**src/rtl/rpr_pkg.sv**
```systemverilog
package rpr_pkg;
  // acknowledge-time behaviour bundle used inside the core
  typedef struct packed {
    logic auto_eoi;
    logic auto_rot;
    logic nest;
  } rpr_mode_t;
endpackage

```
**src/rtl/rpr_search.sv**
```systemverilog
module rpr_search #(
  parameter int N = 8,
  localparam int W = $clog2(N)
) (
  input  logic [N-1:0] vec,
  input  logic [W-1:0] base,
  output logic [W:0]   rel
);
  // rank of the first set bit walking up from base; N means empty
  function automatic logic [W:0] find_rel(input logic [N-1:0] v,
                                          input logic [W-1:0] b);
    logic [W:0]   r;
    logic [W-1:0] idx;
    r = (W+1)'(N);
    for (int i = N-1; i >= 0; i--) begin
      idx = b + i[W-1:0];
      if (v[idx]) r = i[W:0];
    end
    return r;
  endfunction

  assign rel = find_rel(vec, base);
endmodule

```
**src/rtl/rpr_isr_bank.sv**
```systemverilog
module rpr_isr_bank #(
  parameter int N = 8,
  localparam int W = $clog2(N)
) (
  input  logic         clk,
  input  logic         rst_n,
  input  logic         set_en,
  input  logic [W-1:0] set_idx,
  input  logic         clr_en,
  input  logic [W-1:0] clr_idx,
  output logic [N-1:0] isr
);
  logic [N-1:0] isr_q;
  logic [N-1:0] set_mask, clr_mask;

  always_comb begin
    set_mask = '0;
    clr_mask = '0;
    if (set_en) set_mask[set_idx] = 1'b1;
    if (clr_en) clr_mask[clr_idx] = 1'b1;
  end

  always_ff @(posedge clk) begin
    if (!rst_n) isr_q <= '0;
    else        isr_q <= (isr_q & ~clr_mask) | set_mask;
  end

  assign isr = isr_q;
endmodule

```
**src/rtl/rpr_base_reg.sv**
```systemverilog
module rpr_base_reg #(
  parameter int W = 3
) (
  input  logic         clk,
  input  logic         rst_n,
  input  logic         rot_en,
  input  logic [W-1:0] rot_line,
  input  logic         load_en,
  input  logic [W-1:0] load_val,
  output logic [W-1:0] base
);
  logic [W-1:0] base_q;

  // the line after the acknowledged one becomes the new first rank
  function automatic logic [W-1:0] after_line(input logic [W-1:0] l);
    return l + {{(W-1){1'b0}}, 1'b1};
  endfunction

  always_ff @(posedge clk) begin
    if (!rst_n)       base_q <= '0;
    else if (rot_en)  base_q <= after_line(rot_line);
    else if (load_en) base_q <= load_val;
  end

  assign base = base_q;
endmodule

```
**src/rtl/rot_prio_core.sv**
```systemverilog
module rot_prio_core #(
  parameter int N            = 8,
  parameter bit IS_PRIMARY   = 1'b1,
  parameter int CASCADE_LINE = 2,
  localparam int W = $clog2(N)
) (
  input  logic         clk,
  input  logic         rst_n,
  input  logic [N-1:0] req_vec,
  input  logic         ack,
  input  logic         auto_eoi,
  input  logic         auto_rot,
  input  logic         nest_en,
  input  logic         clr_req,
  input  logic [W-1:0] clr_idx,
  input  logic         ofs_load,
  input  logic [W-1:0] ofs_val,
  output logic         irq_out,
  output logic [W-1:0] sel_line,
  output logic [N-1:0] isr_vec,
  output logic [W-1:0] rot_ofs
);
  import rpr_pkg::*;

  rpr_mode_t    mode;
  logic [N-1:0] isr_q, isr_view, nest_hide;
  logic [W-1:0] base_q, win_line;
  logic [W:0]   pend_rel, serv_rel;
  logic         ack_take, isr_set_en, base_rot_en;

  assign mode = '{auto_eoi: auto_eoi, auto_rot: auto_rot, nest: nest_en};

  // cascade in-service bit hidden only on a primary unit in nested mode
  generate
    if (IS_PRIMARY) begin : g_nest
      always_comb begin
        nest_hide = '0;
        nest_hide[CASCADE_LINE] = mode.nest;
      end
    end else begin : g_flat
      assign nest_hide = '0;
    end
  endgenerate

  assign isr_view = isr_q & ~nest_hide;

  rpr_search #(.N(N)) u_pend (.vec(req_vec),  .base(base_q), .rel(pend_rel));
  rpr_search #(.N(N)) u_serv (.vec(isr_view), .base(base_q), .rel(serv_rel));

  assign irq_out  = pend_rel < serv_rel;
  assign win_line = pend_rel[W-1:0] + base_q;
  assign sel_line = irq_out ? win_line : '0;

  assign ack_take    = ack && irq_out;
  assign isr_set_en  = ack_take && !mode.auto_eoi;
  assign base_rot_en = ack_take && mode.auto_eoi && mode.auto_rot;

  rpr_isr_bank #(.N(N)) u_isr (
    .clk(clk), .rst_n(rst_n),
    .set_en(isr_set_en), .set_idx(win_line),
    .clr_en(clr_req), .clr_idx(clr_idx),
    .isr(isr_q)
  );

  rpr_base_reg #(.W(W)) u_base (
    .clk(clk), .rst_n(rst_n),
    .rot_en(base_rot_en), .rot_line(win_line),
    .load_en(ofs_load), .load_val(ofs_val),
    .base(base_q)
  );

  assign isr_vec = isr_q;
  assign rot_ofs = base_q;
endmodule

```
**config.mk**
```make
export PLATFORM = sky130hd
export DESIGN_NAME = rot_prio_core
export DESIGN_NICKNAME = d
export VERILOG_FILES = /design/src/rtl/rpr_pkg.sv /design/src/rtl/rpr_search.sv /design/src/rtl/rpr_isr_bank.sv /design/src/rtl/rpr_base_reg.sv /design/src/rtl/rot_prio_core.sv
export SDC_FILE = /design/constraint.sdc
export NUM_CORES = 1
export LEC_CHECK = 0
export ABC_AREA = 1
export BUFFER_PORTS_ARGS = -buffer_cell sky130_fd_sc_hd__clkbuf_2
export CORE_ASPECT_RATIO = 0.75
export CORE_MARGIN = 1
export CORE_UTILIZATION = 35
export CTS_CLUSTER_SIZE = 28
export DETAILED_ROUTE_END_ITERATION = 12
export HOLD_SLACK_MARGIN = 0.15
export PLACE_DENSITY_LB_ADDON = 0.1
export SLEW_MARGIN = 20
export SYNTH_ARGS = -nofsm -noshare
export SYNTH_HDL_FRONTEND = slang
export SYNTH_SLANG_ARGS = --single-unit
```
**constraint.sdc**
```tcl
create_clock -name clk -period 4.9 [get_ports clk]
set_input_delay 0.735 -clock clk [delete_from_list [all_inputs] [get_ports clk]]
set_output_delay 0.735 -clock clk [all_outputs]
set_load 0.02 [all_outputs]
```
==> results of run 1 <==
## cell type report
class	instances	area share [%]
clock buffers	4	2.38
repair buffers	38	10.3
flip-flops and latches	11	11.6
well taps	57	3.76
multi-input cells	241	63.5
inverters	42	8.45
## per-stage QoR
step	setup slack, ns	utilization [%]
final	0.601	42.2
after global routing	0.333	42.2
after CTS	0.620	42.2
after detailed placement	0.888	41.2
after global placement	0.922	41.2
after floorplan	0.833	-
## sequential cells by signal, summed over array words and instances (netlist names)
| register | count |
|---|---|
| u_base.base | 3 |
| u_isr.isr | 8 |
## cells by family (layout without fill, tap and decap cells)
group                      after synthesis  count (layout)  synth area share (%)
adders and majority gates                8               8                  6.55
DFF                                     11              11                  13.4
xor gates and xnor gates                 4               4                  2.59
and+or+nand+nor                        200             200                  53.1
AOI/OAI and AO/OA                       29              29                  11.1
buffers and inverters                   49              84                  13.3
## critical path: stages, from the launching register on
cell and delay, ns:
dfxtp_1 0.36, inv_4 0.11, ha_1 0.49, inv_1 0.22, nand3_1 0.17, nand2_1 0.07, nand2_1 0.05, nand2_1 0.09
nand2_1 0.08, nand2_1 0.05, nand2_1 0.06, nand2_1 0.05, nand2_1 0.07, nand2_2 0.07, inv_1 0.07, ha_1 0.13
inv_1 0.05, fa_1 0.37, xor2_1 0.16, or2_1 0.26, nand2_2 0.14, nor2_1 0.07, clkbuf_2 0.15
## how the worst min path moves through the flow
| stage | startpoint | to | slack (ns) | cells past startpoint |
|---|---|---|---|---|
| floorplan | u_isr.isr[7] | u_isr.isr[7] | 0.65 | 4 |
| finish | u_isr.isr[6] | u_isr.isr[6] | 0.62 | 4 |
| detailed placement | u_isr.isr[0] | u_isr.isr[0] | 0.62 | 4 |
| global placement | u_isr.isr[7] | u_isr.isr[7] | 0.61 | 4 |
| global route | u_isr.isr[2] | u_isr.isr[2] | 0.68 | 3 |
| CTS | u_isr.isr[0] | u_isr.isr[0] | 0.63 | 4 |
## metal layers
layer / routed length [µm] / vias up / GRT usage [%] / part of all wire [%]
li1: - / 1035 / - / -
met1: 2680 / 826 / 32.6 / 57
met5: 0 / - / 0 / 0
met2: 1760 / 54 / 24.7 / 38
met3: 228 / 2 / 3.56 / 4.9
met4: 13 / 0 / 2.55 / 0.28
## synth_stat cells (all sizes together) (4+ instances only)
cell | n | area (µm²)
a21oi | 8 | 51.3
a31oi | 7 | 43.8
nor2 | 39 | 146
inv | 42 | 160
o21ai | 8 | 40.0
nand2 | 105 | 419
nand3 | 48 | 245
a21boi | 4 | 30.0
buf | 6 | 53.8
dfxtp | 11 | 220
ha | 7 | 87.6
nand4 | 4 | 25.0
==> run metrics, run 1 <==
site row count=21; FF+latch count, synth=11; Reg clk slew, reported paths=0.05 ns; WP data arrival=3.56 ns; Layout Cells excl Fill=393; post-route ant nets=0; most frequent cells in the layout=nand2_1 (97), nand3_1 (47), nor2_1 (39); CP Launch Type=flip-flop; die height=61.3 µm; placed instance count=389; layout cells sized above 1=17.3%; worst hold margin=0.618 ns; first drt pass iteration count=4; post-synthesis sequential area ratio=13.4%; Final Hold Viols=0; relative slew slack=70.7%; area of the multi-input gates=1200 µm²; CP Class=reg -> out; GP Congestion=0.874; ys flop type=dfxtp_1; TritonCTS Buffers=3; Yosys warnings=0; fin crit period=4.30 ns; mapped cell area=1640 µm²; post-synthesis area per instance=5.45 µm²; DP HPWL=3830 µm; die area=4970 µm²; global-route usage over all layers=19.4%; Max Slew Vio Count=0; worst slew pin tran=0.437 ns; Crit Reg-Reg Endpoint=u_base.base[2]; required time of the critical path=4.16 ns; Remaining DRCs=0; fin area=1900 µm²; clk buf depth=2; Iter 0 DRT Violations=145; register area=220 µm²; syn nets=331; area post-placement=1850 µm²; initial antenna violation count=0; worst-skew pair later-pin latency=0.25 ns; Final setup viols=0; FF-to-FF path depth=21; Yosys cell types=31; RSZ-0062 raised after global routing=no; MaxCap Viol Count=0; final cycle utilization of the critical path=87.7%; EDFF count, synth=0; Layout area overhead=15.5%; GRT overflow=0; HP Class=reg -> reg; Mapped Cells=301; R2R Setup Slk=1.21 ns; CP Max Fanout=16; post-CTS sizing=0; ys async rst share=0%; Via-to-Cell Ratio=4.88; routed wire length=4680 µm; port bufs=36; largest net degree at the start of global routing=22; status=finished clean; core area=4490 µm²; R2R Path Start=u_base.base[0]; TNS Setup=0 ns; crit path to=sel_line[2]; most common cell after layout, fill and taps aside=nand2_1; fmax=0.233 GHz; clk_skew=0.00737 ns; Clock Sinks=11; crit path capture type=primary output; Hold-fix buffers, CTS=0; final net count=367; Vias=1917; first-pass GRT wire length=7270 µm; CTS tree=yes; # H-tree levels=1; root buffer cell=clkbuf_8; Die W=81.1 µm; Initial Util=36.5%; DR WL/cell=11.9 µm; FILL cells=519; crit path from=u_base.base[0]; Setup Buffers After CTS=0; number of global-route vias before repair=1471; I/O Pins=37; ant diodes=0
Power of run 1 is left out: the tool's default activity adds up to more than one toggle a clock period on the data nets, which glitch-free logic cannot reach.
==> inputs of run 2 (changes only) <==
Settings changed: CORE_ASPECT_RATIO 0.75 to 1.1.
==> run metrics, run 2 (same netlist as run 1, synthesis figures left out) <==
status=finished clean (unchanged); most common cell after layout, fill and taps aside=nand2_1 (unchanged); routed wire length=4570 µm (was 4680 µm); first-pass GRT wire length=7520 µm (was 7270 µm); fmax=0.232 GHz (was 0.233 GHz); Reg clk slew, reported paths=0.06 ns (was 0.05 ns); MaxCap Viol Count=0 (unchanged); Max Slew Vio Count=0 (unchanged); ant diodes=0 (unchanged); Hold-fix buffers, CTS=0 (unchanged); TritonCTS Buffers=3 (unchanged); worst slew pin tran=0.445 ns (was 0.437 ns); RSZ-0062 raised after global routing=no (unchanged); die area=4970 µm² (about the same); HP Class=reg -> reg (unchanged); CP Max Fanout=16 (unchanged); DR WL/cell=11.7 µm (was 11.9 µm); area of the multi-input gates=1200 µm² (unchanged); FF-to-FF path depth=23 (was 21); Via-to-Cell Ratio=4.91 (was 4.88); # H-tree levels=1 (unchanged); global-route usage over all layers=19.7% (was 19.4%); register area=220 µm² (unchanged); Die W=67.3 µm (was 81.1 µm); worst-skew pair later-pin latency=0.24 ns (was 0.25 ns); Setup Buffers After CTS=0 (unchanged); post-route ant nets=0 (unchanged); first drt pass iteration count=4 (unchanged); placed instance count=386 (was 389); fin area=1890 µm² (was 1900 µm²); Iter 0 DRT Violations=56 (was 145); GP Congestion=0.823 (was 0.874); final net count=367 (unchanged); crit path capture type=primary output (unchanged); WP data arrival=3.58 ns (was 3.56 ns); die height=73.8 µm (was 61.3 µm); fin crit period=4.32 ns (was 4.30 ns); largest net degree at the start of global routing=22 (unchanged); number of global-route vias before repair=1818 (was 1471); CP Class=reg -> out (unchanged); initial antenna violation count=0 (unchanged); clk_skew=0.00115 ns (was 0.00737 ns); Hold Path Stages=4 (unchanged); number of flip-flops in the largest register=8 (unchanged); Final setup viols=0 (unchanged); relative slew slack=70.1% (was 70.7%); I/O Pins=37 (unchanged); Layout area overhead=15.3% (was 15.5%); Clock Sinks=11 (unchanged); FILL cells=495 (was 519); root buffer cell=clkbuf_8 (unchanged); core area=4410 µm² (was 4490 µm²); post-CTS sizing=0 (unchanged); area post-placement=1850 µm² (about the same); Final Hold Viols=0 (unchanged); most frequent cells in the layout=nand2_1 (97), nand3_1 (47), nor2_1 (39) (unchanged); clk buf depth=2 (unchanged); port bufs=36 (unchanged); Initial Util=37.2% (was 36.5%); site row count=25 (was 21); GRT overflow=0 (unchanged); Vias=1915 (was 1917); CP Launch Type=flip-flop (unchanged); required time of the critical path=4.16 ns (about the same); layout cells sized above 1=17.6% (was 17.3%); DP HPWL=3780 µm (was 3830 µm); Remaining DRCs=0 (unchanged); Layout Cells excl Fill=390 (was 393); TNS Setup=0 ns (unchanged); final cycle utilization of the critical path=88.1% (was 87.7%); CTS tree=yes (unchanged)
==> run 2: cell types whose count changed in the layout (fill, tap and decap cells not counted) <==
cell      delta
clkbuf_1     -1
clkinv_2     +1
==> run 2: layout make-up <==
type,count,area share (%)
clock buffers,3,2.18
clock inverters,1,0.264
inverters,42,8.46
multi-input cells,241,63.6
flip-flops and latches,11,11.6
well taps,54,3.57
repair buffers,38,10.3
==> run 2: path summary, 6_finish.rpt <==
| path | start | end | slack (ns) |
|---|---|---|---|
| hold / removal | u_isr.isr[7] | u_isr.isr[7] | 0.60 |
| setup / recovery | u_base.base[0] | sel_line[1] | 0.58 |
| hold reg to reg | u_isr.isr[7] | u_isr.isr[7] | 0.60 |
| setup reg to reg | u_base.base[0] | u_base.base[2] | 1.23 |
==> run 2: metal layers <==
layer,up-vias,track usage [%],part of all wire [%]
li1,1033,-,-
met2,50,37.6,50
met4,0,6.15,1.7
met1,824,22.7,44
met3,8,1.40,3.6
met5,-,0,0
==> run 2: per-stage QoR <==
stage	worst slack, ns	utilization [%]	hold slack, ns
2_1_floorplan	0.833	-	0.651
3_3_place_gp	0.978	41.9	0.612
3_5_place_dp	0.913	41.9	0.599
4_1_cts	0.641	42.9	0.607
5_1_grt	0.321	42.9	0.656
6_report	0.583	42.9	0.597
==> run 2: critical path: stages, from the launching register on <==
cell	delay, ns
dfxtp_1	0.38
inv_4	0.11
ha_1	0.44
inv_1	0.26
nand3_1	0.14
nand2_1	0.09
nor2_1	0.04
a31oi_1	0.24
nand2_1	0.11
nor3_1	0.22
nand2_1	0.09
ha_1	0.29
a21oi_1	0.22
inv_1	0.10
a21oi_4	0.22
inv_1	0.10
nor2_1	0.10
clkbuf_2	0.17
Power of run 2 is left out for the same reason.
==> inputs of run 3 (changes only) <==
Settings changed: REMOVE_ABC_BUFFERS set to 1.
==> run metrics, run 3 (same netlist as run 1, synthesis figures left out) <==
status=finished clean (unchanged); required time of the critical path=4.16 ns (about the same); fmax=0.237 GHz (was 0.232 GHz); crit path capture type=primary output (unchanged); post-CTS sizing=0 (unchanged); post-route ant nets=0 (unchanged); Via-to-Cell Ratio=5.01 (was 4.91); register area=220 µm² (unchanged); CP Class=reg -> out (unchanged); # H-tree levels=1 (unchanged); HP Class=reg -> reg (unchanged); most frequent cells in the layout=nand2_1 (97), nand3_1 (47), nor2_1 (39) (unchanged); WP data arrival=3.48 ns (was 3.58 ns); global-route usage over all layers=19.1% (was 19.7%); root buffer cell=clkbuf_8 (unchanged); port bufs=36 (unchanged); TritonCTS Buffers=3 (unchanged); chain of cells forming the critical path=inv_4 > ha_1 > inv_1 > nand3_1 > nand3_1 > nand2_1 > nand2_1 > nand2_1 > nand2_1 > nand2_1 > nand2_1 > nand2_1 > nand2_2 > inv_1 > ha_1 > inv_1 > fa_1 > xor2_1 > or2_1 > nand2_2 > nor2_1 > clkbuf_2 (was inv_4 > ha_1 > inv_1 > nand3_1 > nand2_1 > nor2_1 > a31oi_1 > nand2_1 > nor3_1 > nand2_1 > ha_1 > a21oi_1 > inv_1 > a21oi_4 > inv_1 > nor2_1 > clkbuf_2); DP HPWL=3740 µm (was 3780 µm); R2R Path Start=u_base.base[0] (unchanged); Iter 0 DRT Violations=84 (was 56); first-pass GRT wire length=7320 µm (was 7520 µm); first drt pass iteration count=4 (unchanged); GP Congestion=0.804 (was 0.823); cell mode on critical path=nand2_1; Vias=1953 (was 1915); initial antenna violation count=0 (unchanged); die area=4970 µm² (unchanged); most common cell after layout, fill and taps aside=nand2_1 (unchanged); Hold Path Stages=4 (unchanged); clk_skew=0.00325 ns (was 0.00115 ns); largest net degree at the start of global routing=22 (unchanged); core area=4410 µm² (unchanged); Remaining DRCs=0 (unchanged); FILL cells=510 (was 495); CP Max Fanout=16 (unchanged); die height=73.8 µm (unchanged); GRT overflow=0 (unchanged); Setup Buffers After CTS=0 (unchanged); CTS tree=yes (unchanged); number of flip-flops in the largest register=8 (unchanged); CP Launch Type=flip-flop (unchanged); I/O Pins=37 (unchanged); routed wire length=4470 µm (was 4570 µm); Die W=67.3 µm (unchanged); final net count=367 (unchanged); Final Hold Viols=0 (unchanged); Crit Reg-Reg Endpoint=u_base.base[2] (unchanged); MaxCap Viol Count=0 (unchanged); Clock Sinks=11 (unchanged); layout cells sized above 1=17.6% (unchanged); clk buf depth=2 (unchanged); pre-CTS setup slack=0.928 ns (was 0.913 ns); worst slew pin tran=0.474 ns (was 0.445 ns); worst-skew pair later-pin latency=0.24 ns (about the same); TNS Setup=0 ns (unchanged); relative slew slack=68.3% (was 70.1%); hold path start=u_isr.isr[7] (unchanged); Layout area overhead=15.3% (unchanged); Max Slew Vio Count=0 (unchanged); R2R Setup Slk=1.30 ns (was 1.23 ns); fin crit period=4.22 ns (was 4.32 ns); RSZ-0062 raised after global routing=no (unchanged); number of global-route vias before repair=1764 (was 1818); Final WS setup=0.682 ns (was 0.583 ns); Critical Path Max Stage Delay=0.47 ns (was 0.44 ns); final cycle utilization of the critical path=86.1% (was 88.1%); DR WL/cell=11.5 µm (was 11.7 µm); Final setup viols=0 (unchanged); hold endpoint=u_isr.isr[7] (unchanged); site row count=25 (unchanged); Hold-fix buffers, CTS=0 (unchanged); FF-to-FF path depth=23 (unchanged); Initial Util=37.2% (unchanged); Reg clk slew, reported paths=0.05 ns (was 0.06 ns); area of the multi-input gates=1200 µm² (unchanged); slowest library cell on the worst path=ha_1 (unchanged); ant diodes=0 (unchanged)
[run 3: worst max-delay path, delay by kind of cell, from the launching register on]
kind	cells	cell delay (ns)
AND/OR/NAND/NOR	13	1.19
flip-flops	1	0.37
buffers and inverters	5	0.58
XOR/XNOR	1	0.16
adder cells (fa/ha/maj)	3	0.97
[run 3: stage by stage]
stage               hold WS (ns)  utilization, %  std cells  instance area, µm²
floorplan                  0.651               -        294                1580
global placement           0.627            41.9        386                1850
detailed placement         0.624            41.9        386                1850
CTS                        0.634            42.9        390                1890
global route               0.653            42.9        390                1890
finish                     0.624            42.9        390                1890
[run 3: worst max path at each step]
stage	slack, ns	cells past startpoint	end	startpoint
floorplan	0.67	17	sel_line[0]	u_base.base[0]
global placement	0.96	22	sel_line[2]	u_base.base[0]
detailed placement	0.93	22	sel_line[2]	u_base.base[0]
CTS	0.67	22	sel_line[2]	u_base.base[0]
global route	0.35	17	sel_line[1]	u_base.base[0]
finish	0.68	22	sel_line[2]	u_base.base[0]
[run 3: area by class of cell]
class                   count  area share (%)
clock buffers               3            2.18
clock inverters             1           0.264
inverters                  42            8.46
multi-input cells         241            63.6
flip-flops and latches     11            11.6
well taps                  54            3.57
repair buffers             38            10.3
[run 3: metal layers]
metal	up-vias	wire, µm	GRT usage (%)
li1	1036	-	-
met1	855	2020	22.6
met2	52	2210	35.4
met3	10	137	1.55
met4	0	95	6.38
met5	-	0	0
Power of run 3 is left out for the same reason.
